===== config.mk =====
export PLATFORM = sky130hd
export DESIGN_NAME = port_match_irq
export DESIGN_NICKNAME = d
export VERILOG_FILES = /design/src/rtl/pmi_pkg.sv /design/src/rtl/pmi_regs.sv /design/src/rtl/pmi_match.sv /design/src/rtl/pmi_irq.sv /design/src/rtl/port_match_irq.sv
export SDC_FILE = /design/constraint.sdc
export NUM_CORES = 1
export LEC_CHECK = 0
export ABC_CLOCK_PERIOD_IN_PS = 3800
export BUFFER_PORTS_ARGS = -buffer_cell sky130_fd_sc_hd__buf_4
export CORE_ASPECT_RATIO = 1.4
export CORE_UTILIZATION = 60
export CTS_BUF_LIST = sky130_fd_sc_hd__clkbuf_16
export DETAILED_ROUTE_END_ITERATION = 12
export PLACE_DENSITY_LB_ADDON = 0.05
export REMOVE_ABC_BUFFERS = 1
export SYNTH_ARGS = -nofsm -noshare
export SYNTH_HDL_FRONTEND = slang
export SYNTH_SLANG_ARGS = --single-unit

===== constraint.sdc =====
create_clock -name clk -period 3.8 [get_ports clk]
set_clock_uncertainty 0.15 [all_clocks]
set_input_delay 0.38 -clock clk [delete_from_list [all_inputs] [get_ports clk]]
set_output_delay 0.38 -clock clk [all_outputs]
set_load 0.005 [all_outputs]

===== src/rtl/pmi_pkg.sv =====
package pmi_pkg;
  localparam int ADDR_W = 3;

  typedef enum logic [1:0] {
    MODE_OFF  = 2'b00,
    MODE_OR   = 2'b01,
    MODE_AND  = 2'b10,
    MODE_RSVD = 2'b11
  } match_mode_e;

  localparam logic [ADDR_W-1:0] A_CTRL = 3'd0;
  localparam logic [ADDR_W-1:0] A_MODE = 3'd1;
  localparam logic [ADDR_W-1:0] A_MASK = 3'd2;
  localparam logic [ADDR_W-1:0] A_EDGE = 3'd3;
  localparam logic [ADDR_W-1:0] A_POL  = 3'd4;
  localparam logic [ADDR_W-1:0] A_INV  = 3'd5;
  localparam logic [ADDR_W-1:0] A_CMD  = 3'd6;

  localparam int CTRL_PORT_EN = 0;
  localparam int CTRL_MIE     = 1;
  localparam int CMD_CLR      = 0;
  localparam int CMD_IE_SET   = 1;
  localparam int CMD_IE_CLR   = 2;
  localparam int CMD_IUS_SET  = 3;
endpackage


===== src/rtl/pmi_regs.sv =====
module pmi_regs
  import pmi_pkg::*;
#(
  parameter int W = 8
) (
  input  logic              clk,
  input  logic              rst_n,
  input  logic              wr_en,
  input  logic [ADDR_W-1:0] wr_addr,
  input  logic [W-1:0]      wr_data,
  output logic              port_en,
  output logic              mie,
  output match_mode_e       mode,
  output logic [W-1:0]      mask,
  output logic [W-1:0]      edge_sel,
  output logic [W-1:0]      pol,
  output logic [W-1:0]      inv,
  output logic              cmd_clr,
  output logic              cmd_ie_set,
  output logic              cmd_ie_clr,
  output logic              cmd_ius_set
);
  logic cmd_hit;

  always_ff @(posedge clk or negedge rst_n) begin
    if (!rst_n) begin
      port_en  <= 1'b0;
      mie      <= 1'b0;
      mode     <= MODE_OFF;
      mask     <= '0;
      edge_sel <= '0;
      pol      <= '0;
      inv      <= '0;
    end else if (wr_en) begin
      if (wr_addr == A_CTRL) begin
        port_en <= wr_data[CTRL_PORT_EN];
        mie     <= wr_data[CTRL_MIE];
      end
      // pattern set is frozen while the port is enabled
      if (!port_en) begin
        case (wr_addr)
          A_MODE:  mode     <= match_mode_e'(wr_data[1:0]);
          A_MASK:  mask     <= wr_data;
          A_EDGE:  edge_sel <= wr_data;
          A_POL:   pol      <= wr_data;
          A_INV:   inv      <= wr_data;
          default: ;
        endcase
      end
    end
  end

  assign cmd_hit     = wr_en && (wr_addr == A_CMD);
  assign cmd_clr     = cmd_hit && wr_data[CMD_CLR];
  assign cmd_ie_set  = cmd_hit && wr_data[CMD_IE_SET];
  assign cmd_ie_clr  = cmd_hit && wr_data[CMD_IE_CLR];
  assign cmd_ius_set = cmd_hit && wr_data[CMD_IUS_SET];

  a_r10_mask_locked: assert property (@(posedge clk) disable iff (!rst_n)
    (port_en && wr_en && wr_addr == A_MASK) |=> $stable(mask));
  a_r10_pol_locked: assert property (@(posedge clk) disable iff (!rst_n)
    (port_en && wr_en && wr_addr == A_POL) |=> $stable(pol));
endmodule


===== src/rtl/pmi_match.sv =====
module pmi_match
  import pmi_pkg::*;
#(
  parameter int W = 8
) (
  input  logic         clk,
  input  logic         rst_n,
  input  logic [W-1:0] din,
  input  logic [W-1:0] inv,
  input  logic [W-1:0] mask,
  input  logic [W-1:0] edge_sel,
  input  logic [W-1:0] pol,
  input  match_mode_e  mode,
  input  logic         port_en,
  output logic         match
);
  logic [W-1:0] cur, prev;
  logic [W-1:0] em, seen, pick, eff_edge, hit;
  logic         any_hit, all_hit;

  // register the inverted sample and keep one older copy
  always_ff @(posedge clk or negedge rst_n) begin
    if (!rst_n) begin
      cur  <= '0;
      prev <= '0;
    end else begin
      cur  <= din ^ inv;
      prev <= cur;
    end
  end

  for (genvar gi = 0; gi < W; gi++) begin : g_bit
    assign em[gi] = edge_sel[gi] & mask[gi];
    if (gi == 0) begin : g_first
      assign seen[gi] = 1'b0;
    end else begin : g_rest
      assign seen[gi] = seen[gi-1] | em[gi-1];
    end
    // in AND mode only the lowest selected edge bit is an edge
    assign pick[gi]     = em[gi] & ~seen[gi];
    assign eff_edge[gi] = (mode == MODE_AND) ? pick[gi] : em[gi];

    assign hit[gi] = eff_edge[gi]
                   ? (pol[gi] ? (cur[gi] & ~prev[gi]) : (~cur[gi] & prev[gi]))
                   : (cur[gi] == pol[gi]);
  end

  assign any_hit = |(hit & mask);
  assign all_hit = (&(hit | ~mask)) && (|mask);

  always_comb begin
    match = 1'b0;
    if (port_en) begin
      case (mode)
        MODE_OR:  match = any_hit;
        MODE_AND: match = all_hit;
        default:  match = 1'b0;
      endcase
    end
  end

  a_r1_empty_mask: assert property (@(posedge clk) disable iff (!rst_n)
    (mask == '0) |-> !match);
  a_r4_off_modes: assert property (@(posedge clk) disable iff (!rst_n)
    (mode == MODE_OFF || mode == MODE_RSVD) |-> !match);
endmodule


===== src/rtl/pmi_irq.sv =====
module pmi_irq (
  input  logic clk,
  input  logic rst_n,
  input  logic match,
  input  logic mie,
  input  logic cmd_clr,
  input  logic cmd_ie_set,
  input  logic cmd_ie_clr,
  input  logic cmd_ius_set,
  output logic ip,
  output logic ius,
  output logic ie,
  output logic irq
);
  always_ff @(posedge clk or negedge rst_n) begin
    if (!rst_n) begin
      ip  <= 1'b0;
      ius <= 1'b0;
      ie  <= 1'b0;
    end else begin
      // clear beats a same-cycle match
      if (cmd_clr)    ip <= 1'b0;
      else if (match) ip <= 1'b1;

      if (cmd_clr)          ius <= 1'b0;
      else if (cmd_ius_set) ius <= 1'b1;

      // clear wins over set
      if (cmd_ie_clr)      ie <= 1'b0;
      else if (cmd_ie_set) ie <= 1'b1;
    end
  end

  assign irq = ie & mie & ip & ~ius;

  a_r7_clear_flags: assert property (@(posedge clk) disable iff (!rst_n)
    cmd_clr |=> (!ip && !ius));
  a_r8_ie_off: assert property (@(posedge clk) disable iff (!rst_n)
    cmd_ie_clr |=> !ie);
  a_r7_hold_pending: assert property (@(posedge clk) disable iff (!rst_n)
    (ip && !cmd_clr) |=> ip);
endmodule


===== src/rtl/port_match_irq.sv =====
module port_match_irq
  import pmi_pkg::*;
#(
  parameter int W = 8
) (
  input  logic              clk,
  input  logic              rst_n,
  input  logic              wr_en,
  input  logic [ADDR_W-1:0] wr_addr,
  input  logic [W-1:0]      wr_data,
  input  logic [W-1:0]      din,
  output logic              irq,
  output logic              int_pending,
  output logic              int_in_service
);
  logic        port_en, mie, ie, match;
  match_mode_e mode;
  logic [W-1:0] mask, edge_sel, pol, inv;
  logic cmd_clr, cmd_ie_set, cmd_ie_clr, cmd_ius_set;

  pmi_regs #(.W(W)) u_regs (
    .clk(clk), .rst_n(rst_n), .wr_en(wr_en), .wr_addr(wr_addr),
    .wr_data(wr_data), .port_en(port_en), .mie(mie), .mode(mode),
    .mask(mask), .edge_sel(edge_sel), .pol(pol), .inv(inv),
    .cmd_clr(cmd_clr), .cmd_ie_set(cmd_ie_set), .cmd_ie_clr(cmd_ie_clr),
    .cmd_ius_set(cmd_ius_set)
  );

  pmi_match #(.W(W)) u_match (
    .clk(clk), .rst_n(rst_n), .din(din), .inv(inv), .mask(mask),
    .edge_sel(edge_sel), .pol(pol), .mode(mode), .port_en(port_en),
    .match(match)
  );

  pmi_irq u_irq (
    .clk(clk), .rst_n(rst_n), .match(match), .mie(mie),
    .cmd_clr(cmd_clr), .cmd_ie_set(cmd_ie_set), .cmd_ie_clr(cmd_ie_clr),
    .cmd_ius_set(cmd_ius_set), .ip(int_pending), .ius(int_in_service),
    .ie(ie), .irq(irq)
  );

  a_r9_irq_gated: assert property (@(posedge clk) disable iff (!rst_n)
    irq |-> (ie && mie && int_pending && !int_in_service));
  a_r10_no_match_disabled: assert property (@(posedge clk) disable iff (!rst_n)
    !port_en |-> !match);
endmodule


==> results.json, run 1 <==
{
  "ant_nets": 0,
  "mostFrequentLayoutCells": "55 x dfrtp_1, 32 x mux2_2, 24 x buf_4",
  "final_cells": 292,
  "rows": 28,
  "dr.pass1.iters": 8,
  "critPathTopFamily": "compound AO/OA/AOI/OAI gates",
  "cts_resized": 0,
  "async_flop_share_pct": 100.0,
  "setup_viol": 0,
  "slowest_stage": "a222oi_1",
  "die_height_um": 79.98,
  "maxSlewViolCount": 0,
  "worst-endpoint-arrival_ps": 2380,
  "multiInputGateArea_um2": 1171,
  "hold_buffers": 0,
  "startpoint_type": "flop",
  "cap_violations": 0,
  "synth_area_um2": 2606,
  "slew_headroom_pct": 27.57,
  "die_width_um": 57.70,
  "worst_pin_slew_ps": 1077,
  "mostFrequentLayoutCell": "dfrtp_1",
  "synth_cell_types": 47,
  "synth_warnings": 0,
  "htree_levels": 2,
  "layout.nets": 270,
  "dp_cells": 284,
  "hpwl_um": 3858,
  "failed_checks": "design-rule violations, negative hold slack",
  "wl_met3_um": 162,
  "wl_um": 5405,
  "slowest_delay_ps": 590,
  "worstPathRequired_ps": 3820,
  "synth_flop_cell": "dfrtp_1",
  "clock-root-buffer": "clkbuf_16",
  "avgSynthCellArea_um2": 11.79,
  "synth-seq-cells": 55,
  "rsz0062_at_grt": "no",
  "hold_slack_ps": -40.29,
  "wl_met1_um": 2206,
  "core_area_um2": 4204,
  "synth_edf_count": 0,
  "tns_ps": 0,
  "ir_drop_uv": 362.1,
  "register_area_um2": 1376,
  "cts_sinks": 55,
  "clockBufferDepth": 2,
  "crit_buf_inv": 0,
  "hp-class": "input pin to asynchronous set/reset pin",
  "r2r-start": "u_regs.mask[0]",
  "ys_seq_area_share_pct": 52.81,
  "gp_congestion": 0.9274,
  "viasPerCell": 6.356,
  "clk_pin_slew_ps": 70,
  "min_period_ps": 2362,
  "grt.overflow.total": 0,
  "clk-insertion-delay-late_ps": 290,
  "power.total_mw": 1.798,
  "met2_wirelength_um": 2945,
  "startpoint": "u_regs.mask[0]",
  "path_cells": "a222oi_1 > nand3_1 > o31ai_1 > nand4b_1 > o31ai_1 > nand3_1",
  "wire_per_inst_um": 18.51,
  "grt_max_degree": 56,
  "drc": 3,
  "die-area_um2": 4615,
  "p_per_area_nw_per_um2": 607.8,
  "power.leakage_nw": 1.292,
  "crit_type": "flop to flop",
  "start_util_pct": 61.99,
  "port_buffers": 24,
  "top_layer": "met4",
  "status": "complete, but fails checks",
  "grt_antenna_before_repair": 0,
  "io_pins": 25,
  "grt_pass1_vias": 1828,
  "cts_tree": "done",
  "fill_cells": 310,
  "diodes": 0,
  "syn_to_final_growth_pct": 13.49,
  "vias": 1856,
  "layout-drive-gt1-share_pct": 28.74,
  "grt_pass1_wl_um": 8845,
  "syn_inst": 221,
  "crit_fanout": 7,
  "drtIter0Drc": 73,
  "finalHoldViolations": 55,
  "fmax_mhz": 423.3,
  "track_usage_pct": 25.96,
  "final.period_utilization_pct": 62.16,
  "cts-buffers-inserted": 5,
  "endpoint_kind": "flop",
  "cts_setup_buffers": 0
}
## Yosys cell counts, drive strengths merged (2+ instances only)
cell type	instances	area share, %
nand2	18	2.6
clkbuf	5	1.2
nand2b	3	0.72
or4	2	0.62
ha	2	0.96
o31ai	2	0.58
mux2	32	14
nand3b	2	0.58
nand4	2	0.48
dfrtp	55	53
a221oi	2	0.67
nor3b	2	0.58
a311oi	2	0.67
inv	8	1.2
a31oi	3	0.72
xor2	13	4.4
o22ai	3	0.72
o21ai	7	1.3
a22o	2	0.77
nor2	5	0.72
nand3	10	1.9
and4b	2	0.77
xnor2	9	3.0
a21oi	10	1.9
## flip-flops by register name, summed over array words and instances, names as in the netlist
name             flops
u_regs.edge_sel      8
u_irq.ius            1
u_match.prev         8
u_regs.inv           8
u_regs.mask          8
u_irq.ip             1
u_irq.ie             1
u_regs.mie           1
u_regs.pol           8
u_regs.port_en       1
u_regs.mode          2
u_match.cur          8
## layer usage
metal	track usage [%]	up-vias
li1	-	856
met1	29.79	954
met2	47.79	38
met3	4.376	8
met4	9.286	0
met5	0	-
## final cells by class
class | instances | area share [%]
sequential | 55 | 46.53
multi-input combinational | 152 | 39.59
timing repair buffer | 24 | 6.091
clock buffer | 5 | 4.230
tap | 45 | 1.904
inverter | 8 | 1.015
clock inverter | 3 | 0.6345
## cells by family after synthesis
logic type / synth area share, %
adder cells (fa/ha/maj): 0.9600
flip-flops: 52.81
multiplexers: 13.83
AO/OA/AOI/OAI: 10.71
buffers and inverters: 2.496
XOR/XNOR: 7.393
AND/OR/NAND/NOR: 11.81
## worst register-to-register path, cell delays in order, from the launching register on
cell and delay, ps:
dfrtp_1 450, a222oi_1 590, nand3_1 190, o31ai_1 290
nand4b_1 140, o31ai_1 320, nand3_1 110
## power breakdown
part | total [mW] | leakage [nW] | internal, mW | switching [mW]
Sequential | 0.886 | 0.654 | 0.734 | 0.152
Clock | 0.445 | 0.0740 | 0.244 | 0.201
Combinational | 0.466 | 0.564 | 0.245 | 0.221
## metrics by stage
stage	hold slack [ps]	area (um2)	worst slack (ps)	util (%)
3_3_place_gp	233.0	2814	1642	66.93
2_1_floorplan	-65.59	2571	1747	-
4_1_cts	0.7725	2958	1489	70.36
5_1_grt	31.33	2958	1226	70.36
6_report	-40.29	2958	1438	70.36
3_5_place_dp	245.9	2814	1565	66.93
## final timing paths
check	end	slack [ps]	depth (start not counted)
max in group asynchronous	u_regs.mask[5]	3090	1
setup / recovery	u_irq.ip	1440	6
hold / removal	u_match.prev[0]	-40	1
min in group clk	u_match.cur[5]	110	2
hold reg to reg	u_match.prev[7]	260	0
setup reg to reg	u_irq.ip	1440	6
Note: power is estimated with default switching activity, not from simulation.
==> inputs of run 2 (changes only) <==
--- a/config.mk
+++ b/config.mk
@@ -5,10 +5,10 @@
 export SDC_FILE = /design/constraint.sdc
 export NUM_CORES = 1
 export LEC_CHECK = 0
-export ABC_CLOCK_PERIOD_IN_PS = 3800
+export ABC_CLOCK_PERIOD_IN_PS = 2400
 export BUFFER_PORTS_ARGS = -buffer_cell sky130_fd_sc_hd__buf_4
 export CORE_ASPECT_RATIO = 1.4
-export CORE_UTILIZATION = 60
+export CORE_UTILIZATION = 58
 export CTS_BUF_LIST = sky130_fd_sc_hd__clkbuf_16
 export DETAILED_ROUTE_END_ITERATION = 12
 export PLACE_DENSITY_LB_ADDON = 0.05
==> constraint.sdc (replaced) <==
create_clock -name clk -period 2.4 [get_ports clk]
set_clock_uncertainty 0.15 [all_clocks]
set_input_delay 0.24 -clock clk [delete_from_list [all_inputs] [get_ports clk]]
set_output_delay 0.24 -clock clk [all_outputs]
set_load 0.005 [all_outputs]
==> results.json, run 2 (same netlist as run 1, synthesis figures left out) <==
{
  "status": "finished clean",
  "grt_pass1_vias": 1878,
  "pwr-share-comb_pct": 25.7,
  "mostFrequentLayoutCell": "dfrtp_1",
  "dp_cells": 303,
  "startpoint_type": "flop",
  "finalHoldViolations": 0,
  "rsz0062_at_grt": "no",
  "final_area_um2": 3117,
  "syn_to_final_growth_pct": 19.59,
  "hp-start": "wr_data[2]",
  "wire_per_inst_um": 17.27,
  "ir_drop_uv": 655.3,
  "viasPerCell": 5.788,
  "final_cells": 320,
  "grt_max_degree": 56,
  "setup_viol": 0,
  "layout-drive-gt1-share_pct": 28.46,
  "drc": 0,
  "grt_antenna_before_repair": 0,
  "power_frac_clock_pct": 26.7,
  "cts-buffers-inserted": 5,
  "rrSetupSlack_ps": 200,
  "tns_ps": 0,
  "grt.overflow.total": 0,
  "track_usage_pct": 25.83,
  "wl_um": 5526,
  "start_util_pct": 60.98,
  "p_per_area_nw_per_um2": 948.2,
  "multiInputGateArea_um2": 1171,
  "crit_type": "flop to flop",
  "crit_fanout": 7,
  "min_path_cells": 2,
  "htree_levels": 2,
  "ant_nets": 0,
  "io_pins": 25,
  "rr_endpoint": "u_irq.ip",
  "clk-insertion-delay-late_ps": 280,
  "vias": 1852,
  "clock-root-buffer": "clkbuf_16",
  "cap_violations": 0,
  "worstPathRequired_ps": 2410,
  "r2r-start": "u_regs.mask[0]",
  "internal_power_mw": 2.057,
  "port_buffers": 24,
  "fill_cells": 347,
  "endpoint_kind": "flop",
  "die_height_um": 81.32,
  "placed_area_um2": 2863,
  "die_width_um": 58.66,
  "clk_pin_slew_ps": 70,
  "core_area_um2": 4274,
  "slew_headroom_pct": 55.43,
  "hold_path_end": "u_irq.ie",
  "layout.nets": 283,
  "hpwl_um": 3914,
  "swShare_pct": 30.40,
  "drtIter0Drc": 78,
  "gp_congestion": 0.9827,
  "seqPwrFrac_pct": 47.6,
  "diodes": 0,
  "worst_pin_slew_ps": 668.5,
  "rr_worst_depth": 6,
  "die-area_um2": 4770,
  "hp-class": "input pin to flop",
  "hold_slack_ps": 30.23,
  "cts_sinks": 55,
  "power.leakage_nw": 1.356,
  "mostFrequentLayoutCells": "55 x dfrtp_1, 32 x mux2_2, 28 x buf_4",
  "clockBufferDepth": 2,
  "register_area_um2": 1376,
  "min_period_ps": 2201,
  "fmax_mhz": 454.3,
  "worst-endpoint-arrival_ps": 2210,
  "cts_tree": "done",
  "maxSlewViolCount": 0,
  "rows": 28,
  "grt_pass1_wl_um": 8990,
  "final.period_utilization_pct": 91.71,
  "power.switching_mw": 0.8983,
  "cts_setup_buffers": 0,
  "dr.pass1.iters": 4
}
## run 2: changes by cell type in the layout (fill, tap and decap cells not counted)
| cell | delta |
|---|---|
| buf_4 | +4 |
| bufinv_16 | +1 |
| clkinv_1 | +1 |
| clkinv_2 | -1 |
| dlygate4sd3_1 | +9 |
| inv_6 | -1 |
## run 2: cell type report
class | instances | area share [%]
flip-flops and latches | 55 | 44.16
multi-input cells | 152 | 37.58
repair buffers | 37 | 9.635
clock buffers | 5 | 4.014
well taps | 60 | 2.409
clock inverters | 3 | 1.244
inverters | 8 | 0.9635
## run 2: worst max-delay path: stages (launching register included)
cell and delay [ps]:
dfrtp_1 440, or4_2 700, o22ai_1 240, a2111oi_0 120, nor4bb_1 170, o221ai_1 170
nand3_1 90
## run 2: worst max-delay path by stage
stage	slack, ps	start	endpoint	cells after the start
after floorplan	360	u_regs.port_en	u_regs.mask[2]	2
after global placement	220	u_regs.mask[0]	u_irq.ip	6
after detailed placement	220	u_regs.mask[0]	u_irq.ip	6
after CTS	210	u_regs.mask[0]	u_irq.ip	6
after global routing	30	u_regs.mode[0]	u_irq.ip	8
final	200	u_regs.mask[0]	u_irq.ip	6
## run 2: stage by stage
step	util (%)	power, mW	worst slack, ps
floorplan	-	1.885	365.0
global placement	66.98	2.118	223.2
detailed placement	66.98	2.158	215.7
CTS	72.92	2.960	207.3
global route	72.92	3.124	25.95
finish	72.92	2.955	198.9
## run 2: power groups by stage
stage / Clock, mW / Sequential, mW / Combinational (mW)
4_1_cts: 0.797 / 1.40 / 0.759
5_1_grt: 0.839 / 1.44 / 0.842
2_1_floorplan: 0 / 1.35 / 0.533
6_report: 0.790 / 1.41 / 0.758
3_3_place_gp: 0 / 1.40 / 0.719
3_5_place_dp: 0 / 1.42 / 0.740
## run 2: repair_timing
| action | 4_1_cts | 5_1_grt |
|---|---|---|
| resized for setup | 0 | 0 |
| hold buffers | 9 | 0 |
| endpoints found under the hold margin | 63 | 0 |
## run 2: per-layer routing
layer	vias up	global-route usage [%]	part of all wire [%]	wire length, um
li1	876	-	-	-
met1	919	31.51	42	2344
met2	42	44.83	52	2880
met3	15	3.662	2.3	125
met4	0	11.90	3.2	175
met5	-	0	0	0
